**src/rtl/usb_in_ep_pkg.sv**
```systemverilog
package usb_in_ep_pkg;
  typedef enum logic [1:0] {
    ST_OFF   = 2'b00,
    ST_STALL = 2'b01,
    ST_NAK   = 2'b10,
    ST_READY = 2'b11
  } ep_stat_e;

  typedef enum logic [1:0] {
    HS_NONE  = 2'b00,
    HS_STALL = 2'b01,
    HS_NAK   = 2'b10,
    HS_DATA  = 2'b11
  } hs_e;

  localparam int FLAG_POS = 3;
  localparam int TOG_POS  = 2;
  localparam int USED_W   = 4;
endpackage

```
**src/rtl/usb_in_ep_csr.sv**
```systemverilog
module usb_in_ep_csr
  import usb_in_ep_pkg::*;
#(
  parameter int REG_W = 8
) (
  input  logic             clk,
  input  logic             rst,
  input  logic             wr_en,
  input  logic [REG_W-1:0] wdata,
  input  logic             xfer_ok,
  input  logic             host_ack,
  input  logic             usb_rst,
  output logic             flag_q,
  output logic             tog_q,
  output ep_stat_e         stat_q
);
  // flag: hardware set beats software clear
  always_ff @(posedge clk) begin
    if (rst) begin
      flag_q <= 1'b0;
    end else if (xfer_ok) begin
      flag_q <= 1'b1;
    end else if (wr_en && !wdata[FLAG_POS]) begin
      flag_q <= 1'b0;
    end
  end

  // toggle: bus reset > host ack > software write
  always_ff @(posedge clk) begin
    if (rst || usb_rst) begin
      tog_q <= 1'b0;
    end else if (host_ack) begin
      tog_q <= ~tog_q;
    end else if (wr_en) begin
      tog_q <= wdata[TOG_POS];
    end
  end

  // status: bus reset > completion > software write
  always_ff @(posedge clk) begin
    if (rst || usb_rst) begin
      stat_q <= ST_OFF;
    end else if (xfer_ok) begin
      stat_q <= ST_NAK;
    end else if (wr_en) begin
      stat_q <= ep_stat_e'(wdata[1:0]);
    end
  end
endmodule

```
**src/rtl/usb_in_ep_resp.sv**
```systemverilog
module usb_in_ep_resp
  import usb_in_ep_pkg::*;
(
  input  logic     clk,
  input  logic     rst,
  input  logic     in_token,
  input  ep_stat_e stat,
  input  logic     tog,
  output logic     resp_vld,
  output hs_e      resp,
  output logic     data_pid
);
  hs_e pick;

  always_comb begin
    unique case (stat)
      ST_STALL: pick = HS_STALL;
      ST_NAK:   pick = HS_NAK;
      ST_READY: pick = HS_DATA;
      default:  pick = HS_NONE;
    endcase
  end

  always_ff @(posedge clk) begin
    if (rst) begin
      resp_vld <= 1'b0;
      resp     <= HS_NONE;
      data_pid <= 1'b0;
    end else begin
      resp_vld <= in_token;
      if (in_token) begin
        resp     <= pick;
        data_pid <= tog;
      end
    end
  end
endmodule

```
**src/rtl/usb_in_ep_ctrl.sv**
```systemverilog
module usb_in_ep_ctrl
  import usb_in_ep_pkg::*;
#(
  parameter int REG_W = 8
) (
  input  logic             clk,
  input  logic             rst,
  input  logic             cpu_wr_en,
  input  logic [REG_W-1:0] cpu_wdata,
  output logic [REG_W-1:0] cpu_rdata,
  input  logic             in_token,
  input  logic             host_ack,
  input  logic             xfer_ok,
  input  logic             bus_reset,
  input  logic             soft_reset,
  input  logic             irq_en,
  output logic             resp_vld,
  output logic [1:0]       resp,
  output logic             data_pid,
  output logic             irq
);
  localparam int PAD_W = REG_W - USED_W;

  logic     flag_q;
  logic     tog_q;
  ep_stat_e stat_q;
  hs_e      resp_e;
  logic     usb_rst;

  assign usb_rst = bus_reset | soft_reset;

  usb_in_ep_csr #(.REG_W(REG_W)) csr_i (
    .clk      (clk),
    .rst      (rst),
    .wr_en    (cpu_wr_en),
    .wdata    (cpu_wdata),
    .xfer_ok  (xfer_ok),
    .host_ack (host_ack),
    .usb_rst  (usb_rst),
    .flag_q   (flag_q),
    .tog_q    (tog_q),
    .stat_q   (stat_q)
  );

  usb_in_ep_resp resp_i (
    .clk      (clk),
    .rst      (rst),
    .in_token (in_token),
    .stat     (stat_q),
    .tog      (tog_q),
    .resp_vld (resp_vld),
    .resp     (resp_e),
    .data_pid (data_pid)
  );

  assign resp = resp_e;

  generate
    if (PAD_W > 0) begin : g_pad
      assign cpu_rdata = {{PAD_W{1'b0}}, flag_q, tog_q, stat_q};
    end else begin : g_nopad
      assign cpu_rdata = {flag_q, tog_q, stat_q};
    end
  endgenerate

  always_ff @(posedge clk) begin
    if (rst) irq <= 1'b0;
    else     irq <= flag_q & irq_en;
  end
endmodule

```
**config.mk**
```make
export PLATFORM = sky130hd
export DESIGN_NAME = usb_in_ep_ctrl
export DESIGN_NICKNAME = d
export VERILOG_FILES = /design/src/rtl/usb_in_ep_pkg.sv /design/src/rtl/usb_in_ep_csr.sv /design/src/rtl/usb_in_ep_resp.sv /design/src/rtl/usb_in_ep_ctrl.sv
export SDC_FILE = /design/constraint.sdc
export NUM_CORES = 1
export LEC_CHECK = 0
export ABC_AREA = 1
export BUFFER_PORTS_ARGS = -buffer_cell sky130_fd_sc_hd__buf_2
export CAP_MARGIN = 25
export CORE_UTILIZATION = 30
export CTS_CLUSTER_SIZE = 25
export DETAILED_ROUTE_END_ITERATION = 10
export SYNTH_ARGS = -nofsm -noshare
export SYNTH_HDL_FRONTEND = slang
export SYNTH_HIERARCHICAL = 1
export SYNTH_SLANG_ARGS = --single-unit
```
**constraint.sdc**
```tcl
create_clock -name clk -period 0.97 [get_ports clk]
set_input_delay 0.0485 -clock clk [delete_from_list [all_inputs] [get_ports clk]]
set_output_delay 0.0485 -clock clk [all_outputs]
set_load 0.05 [all_outputs]
```
Word level (Yosys, flattened, before mapping)
Index checks and enable logic that the tools add are counted.
{"block": "totals", "reg_bits": 9, "in_bits": 17, "wordCells": 28}
{"block": "op_classes", "n_eq_ne": 3, "muxes": 7, "n_bitwise": 3, "n_reduce_logical": 7}
{"cell": "2-bit case mux with 3 select lines", "count": 1}
{"cell": "2-bit nonzero test", "count": 3}
{"cell": "2-bit == test (second input constant)", "count": 2}
{"cell": "1-bit 2-to-1 mux", "count": 4}
{"cell": "2-bit 2-to-1 mux", "count": 2}
{"cell": "2-bit by 1-bit == test with 1-bit output (second input constant)", "count": 1}
{"cell": "2-bit OR reduction", "count": 1}
{"cell": "1-bit AND", "count": 1}
{"cell": "1-bit logical AND", "count": 1}
{"cell": "1-bit zero test", "count": 1}
{"cell": "1-bit logical OR", "count": 1}
{"cell": "1-bit NOT", "count": 1}
{"cell": "1-bit OR", "count": 1}

Longest topological paths before layout
Gate-level depths: netlist of run 1.
{"block": "depth", "word_depth": 4, "depth_mapped": 4, "mapped_depth_nobuf": 4}

Cells and area by module
The synthesis of run 1 kept the hierarchy.
{"mod": "usb_in_ep_csr", "instances": 1, "cells_per_inst": 30, "area_each_um2": 181.4, "seq_area_each_um2": 80.1}
{"mod": "usb_in_ep_resp", "instances": 1, "cells_per_inst": 22, "area_each_um2": 147.6, "seq_area_each_um2": 80.1}
{"mod": "usb_in_ep_ctrl", "instances": 1, "cells_per_inst": 11, "area_each_um2": 82.6, "seq_area_each_um2": 20.0}

Worst setup path after synthesis of run 1
OpenSTA, ideal clock, no wires.
{"block": "synth_path", "path_kind": "reg-to-reg", "from": "register, netlist name csr_i/stat_q[1]", "to": "register csr_i.stat_q[1]", "setup_ns": 0.064, "t_arrival_ns": 0.892, "setup_slack_ns": 0.014, "stages_incl_launch_ff": 5, "path_buffers": 0, "period_less_slack_ns": 0.956, "cell_sequence": "dfxtp_1 > inv_1 > nor2_1 > nor2_1 > nor2_1"}
{"item": "end signal: assignment", "line": "usb_in_ep_csr.sv:46", "rtl": "stat_q <= ep_stat_e'(wdata[1:0]);"}
{"item": "end: declaration", "line": "usb_in_ep_csr.sv:15", "rtl": "output ep_stat_e stat_q"}

Worst setup path after layout of run 1
{"block": "layout_path", "from": "register csr_i.flag_q", "to": "output cpu_rdata[3]"}
{"item": "start: declaration", "line": "usb_in_ep_csr.sv:13", "rtl": "output logic flag_q,"}
{"item": "start signal: assignment", "line": "usb_in_ep_csr.sv:20", "rtl": "flag_q <= 1'b0;"}
{"item": "start signal: assignment", "line": "usb_in_ep_csr.sv:22", "rtl": "flag_q <= 1'b1;"}
{"item": "start signal: assignment", "line": "usb_in_ep_csr.sv:24", "rtl": "flag_q <= 1'b0;"}
{"item": "end: declaration", "line": "usb_in_ep_ctrl.sv:10", "rtl": "output logic [REG_W-1:0] cpu_rdata,"}
No word-level cell between the ends.

==> summary.txt, run 1 <==
Run status
  – Result of the run: completed

Finish
  – Cell area after layout: about 550 um^2
  – Diode count: 0
  – Syn-to-layout area delta: 34.7%
  – Utilization of the core after routing: a little under half
  – Share of post-route cells with drive strength above 1: roughly 29%
  – Total number of nets in the final design: about 110

STA
  – Setup TNS after final layout: 0 ps
  – Hold slack: ~45 ps
  – Final cycle utilization of the critical path: between 90% and 100%
  – Max-slew violation count: 0
  – Final number of setup-violating endpoints: 0
  – Max Clock Skew: ~7.6 ps
  – Max frequency: 1080 MHz
  – Min cycle time layout: 924 ps
  – RSZ-0062 raised after global routing: no
  – Final hold violations: 0

Power and ir drop
  – Share of total power in combinational logic: a little over a fifth
  – Power per unit of standard cell area: 1580 nW/um^2
  – Reported net switching power: roughly 0.28 mW
  – Internal portion of total power: about 0.60 mW
  – Maximum ir drop on the vdd rail: between 0.6 and 0.7 mV
  – Switching power as a share of total power: between 30% and 40%
  – Portion of total power attributed to the clock network: 33.0%
  – Leakage component of the power: ~0.32 nW
  – Share of power burned in registers: between 40% and 50%

Critical path
  – Critical path cell sequence: buf_2
  – Delay of the slowest critical-path stage: roughly 350 ps
  – Endpoint type of the worst setup path: output pin
  – Critical path data required time: approximately 920 ps
  – Setup crit start kind: register
  – Number of cells on the worst reg-to-reg path: 3
  – Biggest fanout along the worst timing path: 3
  – Cell with the biggest individual delay on the critical path: sky130_fd_sc_hd__dfxtp_1
  – Crit path buf inv count: 1
  – Critical path class: register to output pin
  – Critical path data arrival time: between 800 and 900 ps
  – Logic depth of the worst path, buffers included: 1
  – Dominant delay contributor by cell family on the critical path: flip-flops

Drt
  – Vias per Instance: between 3 and 4
  – Routed wire length: between 700 and 800 um
  – Detailed-routing iteration count for the pre-antenna-repair pass: 2
  – Number of design rule violations left after detail routing: 0
  – Count of routing violations after the opening detailed-route iteration: 3
  – Routed wire per std cell: 7.38 um
  – Total vias in the final route: approximately 390
  – Antenna-violating nets left: 0

Clock network
  – Buffer count from post-CTS setup fixing: 0
  – Clock Root Buffer: sky130_fd_sc_hd__clkbuf_4
  – Clock transition at the registers of the reported paths: approximately 60 ps
  – Clock latency on the worst-skew pair: roughly 260 ps
  – Number of CTS-inserted buffers: 3
  – Clock tree from TritonCTS: done
  – Number of clock sinks: 9
  – Longest Clk Path Bufs: 2
  – Htree depth: 1

Hold path
  – Worst min-delay path category: input pin to register
  – Hold path cells: 3

Global routing
  – Overflow after GRT: 0
  – Via count of the first global-routing pass: approximately 320
  – Global-route wire length before repair: about 1200 um
  – Initial antenna violation count: 0
  – Maximum number of pins on one net before global-route repair: 8
  – Total global routing track utilization: between 10% and 20%

Synth
  – Count of synthesis-stage warnings from yosys: 6
  – Library cells used by synthesis: 9
  – Average footprint of a synthesized cell: ~6.5 um^2
  – Number of cells produced by synthesis: 63
  – FF+latch count, synth: 9
  – Netlist area before placement: between 400 and 500 um^2
  – Sequential share of the synthesized area: 43.8%

Floorplanning
  – Die Span X: roughly 39 um
  – Initial Util: between 30% and 40%
  – Die outline height: between 30 and 40 um
  – Number of cell rows: 12
  – IO Pins: 30
  – Die area: around 1500 um^2
  – Placeable Area: around 1200 um^2

Placement
  – Cell area reported after detailed placement: 500 um^2
  – Placed wire-length estimate after detailed placement: 555 um
  – Gp weighted congestion: 0.625
  – Number of buffer cells added on primary ports: 21

Job
  – Max-capacitance violation count: 0
==> registers in the layout, summed over array words and instances, names as in the netlist <==
signal,cells
csr_i/stat_q,2
resp_i/resp,2
csr_i/flag_q,1
csr_i/tog_q,1
irq,1
resp_i/data_pid,1
resp_i/resp_vld,1
==> power by group through the flow <==
stage	logic, mW	clock network, mW	registers [mW]
finish	0.192	0.288	0.394
global route	0.210	0.324	0.396
CTS	0.191	0.300	0.394
detailed placement	0.185	0	0.403
global placement	0.184	0	0.402
floorplan	0.108	0	0.446
==> routing by layer <==
metal | vias up | GRT usage [%] | share of wire (%)
met5 | - | 0 | 0
met4 | 0 | 5.17 | 0.54
met3 | 2 | 10.4 | 11
met2 | 19 | 18.3 | 40
met1 | 155 | 13.2 | 48
li1 | 217 | - | -
==> what timing repair did <==
| item | CTS | global route |
|---|---|---|
| hold buffers | 2 | 0 |
| endpoints found under the hold margin | 2 | 0 |
| gates resized for setup | 0 | 3 |
| endpoints found under the setup margin | 0 | 3 |
==> synth_stat cells <==
master	instances	area [um^2]
sky130_fd_sc_hd__a21oi_1	1	5.00
sky130_fd_sc_hd__o21ai_0	2	10.0
sky130_fd_sc_hd__nand2_1	15	56.3
sky130_fd_sc_hd__or2_1	1	6.26
sky130_fd_sc_hd__inv_1	12	45.0
sky130_fd_sc_hd__conb_1	1	3.75
sky130_fd_sc_hd__nor2_1	16	60.1
sky130_fd_sc_hd__buf_4	6	45.0
sky130_fd_sc_hd__dfxtp_1	9	180
==> path summary, 6_finish.rpt <==
| path | start | endpoint | slack [ps] |
|---|---|---|---|
| worst min register to register | csr_i/flag_q | irq | 450 |
| worst max register to register | csr_i/tog_q | csr_i/tog_q | 230 |
| worst max-delay path | csr_i/flag_q | cpu_rdata[3] | 50 |
| worst min-delay path | in_token | resp_i/resp_vld | 40 |
==> cells in the final DEF (no fill, tap or decap) <==
master,count
sky130_fd_sc_hd__inv_1,12
sky130_fd_sc_hd__conb_1,4
sky130_fd_sc_hd__o21ai_0,2
sky130_fd_sc_hd__dlygate4sd3_1,2
sky130_fd_sc_hd__nor2_2,1
sky130_fd_sc_hd__a21oi_1,1
sky130_fd_sc_hd__nand2_1,15
sky130_fd_sc_hd__buf_2,19
sky130_fd_sc_hd__clkbuf_4,5
sky130_fd_sc_hd__dfxtp_1,9
sky130_fd_sc_hd__nor2_1,15
sky130_fd_sc_hd__clkbuf_1,1
sky130_fd_sc_hd__or2_1,1
==> area by class of cell <==
cell class                 count  area, um^2
multi-input combinational     39         155
timing repair buffer          23         130
clock buffer                   4        26.3
tap                           14        17.5
inverter                      12        45.0
fill                         128         632
sequential                     9         180
==> cells by family after synthesis <==
kind of cell    after synthesis  synth area share (%)
flops                         9                  43.8
simple gates                 32                  29.8
other cells                   1                 0.911
buf+inv                      18                  21.9
compound gates                3                  3.65
==> stage by stage <==
step           total power, mW  cells  worst slack, ps
2_1_floorplan            0.554     66             14.1
3_3_place_gp             0.586     95              144
3_5_place_dp             0.588     95              148
4_1_cts                  0.886    101             25.4
5_1_grt                  0.931    101             3.05
6_report                 0.875    101             45.5
No activity file was read; power rests on OpenSTA's default activity.
==> run 2: changes to the inputs <==
--- a/constraint.sdc
+++ b/constraint.sdc
@@ -3,2 +3,2 @@
 set_output_delay 0.0485 -clock clk [all_outputs]
-set_load 0.05 [all_outputs]
+set_load 0.1 [all_outputs]
==> summary.txt, run 2 (synthesized netlist as in run 1, its figures left out) <==
Critical path
  – Setup crit start kind: register
  – Delay of the slowest critical-path stage: 400 ps (+50 ps)
  – Cell with the biggest individual delay on the critical path: sky130_fd_sc_hd__dfxtp_1
  – Biggest fanout along the worst timing path: 3 (unchanged)
  – Critical path cell sequence: buf_12
  – Endpoint type of the worst setup path: output pin
  – Critical path data required time: 920 ps (about the same)
  – Dominant delay contributor by cell family on the critical path: flip-flops
  – Crit path buf inv count: 1 (unchanged)
  – Critical path class: register to output pin
  – Critical path data arrival time: 860 ps (-20 ps)

Clock network
  – Number of clock sinks: 9 (unchanged)
  – Htree depth: 1 (unchanged)
  – Clock tree from TritonCTS: done
  – # resized after CTS: 0 (unchanged)
  – Clock latency on the worst-skew pair: 260 ps (about the same)
  – Clock Root Buffer: sky130_fd_sc_hd__clkbuf_4
  – Buffer count from post-CTS setup fixing: 0 (unchanged)
  – Clock transition at the registers of the reported paths: 60 ps (about the same)
  – Number of CTS-inserted buffers: 3 (unchanged)
  – Longest Clk Path Bufs: 2 (unchanged)

STA
  – Final number of setup-violating endpoints: 0 (unchanged)
  – Final cycle utilization of the critical path: 93.9% (-1.4 points)
  – Final setup slack of the worst path: 58.9 ps (+13.3 ps)
  – Min cycle time layout: 911 ps (-13.3 ps)
  – Max frequency: 1100 MHz (+1.5%)
  – Max Clock Skew: 2.48 ps (-5.11 ps)
  – RSZ-0062 raised after global routing: no
  – Hold slack: 14.9 ps (-29.9 ps)
  – Setup TNS after final layout: 0 ps (unchanged)
  – Final hold violations: 0 (unchanged)
  – Max-slew violation count: 0 (unchanged)

Finish
  – Cell area after layout: 682 um^2 (+23%)
  – Most common library cell in the layout ignoring fill and taps: sky130_fd_sc_hd__nor2_1
  – Most frequent cells in the layout: 16 x sky130_fd_sc_hd__nor2_1, 15 x sky130_fd_sc_hd__nand2_1, 12 x sky130_fd_sc_hd__inv_1, 12 x sky130_fd_sc_hd__buf_2, 9 x sky130_fd_sc_hd__buf_12
  – Top flop regs: csr_i/stat_q x2, resp_i/resp x2
  – Diode count: 0 (unchanged)
  – Syn-to-layout area delta: 65.7%
  – Share of post-route cells with drive strength above 1: 34.9% (+6.1 points)
  – Total number of nets in the final design: 104 (-0.95%)
  – Filler Cells Inserted: 116 (-9.4%)

Global routing
  – Overflow after GRT: 0 (unchanged)
  – Via count of the first global-routing pass: 280 (-13%)
  – Global-route wire length before repair: 1080 um (-9.2%)
  – Initial antenna violation count: 0 (unchanged)
  – Total global routing track utilization: 11.2% (-1.5 points)
  – Maximum number of pins on one net before global-route repair: 8 (unchanged)

Drt
  – Count of routing violations after the opening detailed-route iteration: 3 (unchanged)
  – Detailed-routing iteration count for the pre-antenna-repair pass: 4 (+2)
  – Number of design rule violations left after detail routing: 0 (unchanged)
  – Vias per Instance: 3.89 (about the same)
  – Total vias in the final route: 389 (-1.0%)
  – Antenna-violating nets left: 0 (unchanged)
  – Routed wire per std cell: 7.39 um (+0.19%)
  – Routed wire length: 739 um (-0.81%)

Placement
  – Cell area reported after detailed placement: 644 um^2 (+29%)
  – Worst setup timing slack at the placement stage: 162 ps (+13.7 ps)
  – Number of buffer cells added on primary ports: 21 (unchanged)
  – Gp weighted congestion: 0.626 (about the same)
  – Placed wire-length estimate after detailed placement: 583 um (+4.9%)

Floorplanning
  – IO Pins: 30 (unchanged)
  – Number of cell rows: 12 (unchanged)
  – Die outline height: 39.0 um (unchanged)
  – Placeable Area: 1190 um^2 (unchanged)
  – Die Span X: 39.0 um (unchanged)
  – Die area: 1520 um^2 (unchanged)
  – Initial Util: 34.7% (unchanged)

Run status
  – Result of the run: completed

Job
  – Max-capacitance violation count: 0 (unchanged)

Power and ir drop
  – Maximum ir drop on the vdd rail: 0.719 mV (+6.5%)
  – Power per unit of standard cell area: 1500 nW/um^2 (-4.8%)
  – Leakage component of the power: 0.349 nW (+10%)

Hold path
  – Worst min-delay path category: input pin to register
[run 2: cell count changes in the layout (fill, tap and decap cells not counted), moves of 2 or more]
cell | before | now
sky130_fd_sc_hd__dfxtp_2 | 0 | 4
sky130_fd_sc_hd__buf_2 | 19 | 12
sky130_fd_sc_hd__dfxtp_1 | 9 | 4
sky130_fd_sc_hd__buf_12 | 0 | 9
sky130_fd_sc_hd__clkbuf_4 | 5 | 3
[run 2: timing repair]
item,4_1_cts,5_1_grt
hold buffers,1,0
endpoints found under the setup margin,0,0
endpoints found under the hold margin,1,0
[run 2: per-layer routing]
| layer | global-route usage (%) | up-vias | part of all wire (%) |
|---|---|---|---|
| li1 | - | 215 | - |
| met1 | 12.8 | 153 | 45 |
| met2 | 15.0 | 21 | 46 |
| met3 | 5.20 | 0 | 8.0 |
| met4 | 10.3 | 0 | 0 |
| met5 | 0 | - | 0 |
[run 2: layout make-up]
cell class,instances,area [um^2],area share [%]
Tap cell,14,17.5,2.57
Timing Repair Buffer,22,250,36.7
Clock inverter,1,5.00,0.734
Multi-Input combinational cell,39,153,22.4
Clock buffer,3,22.5,3.30
Inverter,12,45.0,6.61
Sequential cell,9,189,27.7
[run 2: path summary, 6_finish.rpt]
| kind | from | end | slack (ps) | cells past startpoint |
|---|---|---|---|---|
| worst max-delay path | csr_i/flag_q | cpu_rdata[3] | 60 | 1 |
| worst min-delay path | rst | irq | 10 | 2 |
| worst max register to register | csr_i/tog_q | csr_i/tog_q | 170 | 3 |
| worst min register to register | resp_i/resp[0] | resp_i/resp[0] | 490 | 2 |
[run 2: report_power, final]
group | switching [mW] | leakage, nW | internal [mW] | total (mW)
Sequential | 0.0181 | 0.0763 | 0.387 | 0.405
Combinational | 0.234 | 0.254 | 0.101 | 0.335
Clock | 0.133 | 0.0177 | 0.152 | 0.286
[run 2: stage by stage]
stage	cells	power, mW	util (%)
after floorplan	66	0.651	-
after global placement	95	0.743	54.3
after detailed placement	95	0.746	54.3
after CTS	100	1.04	57.5
after global routing	100	1.07	57.5
final	100	1.03	57.5
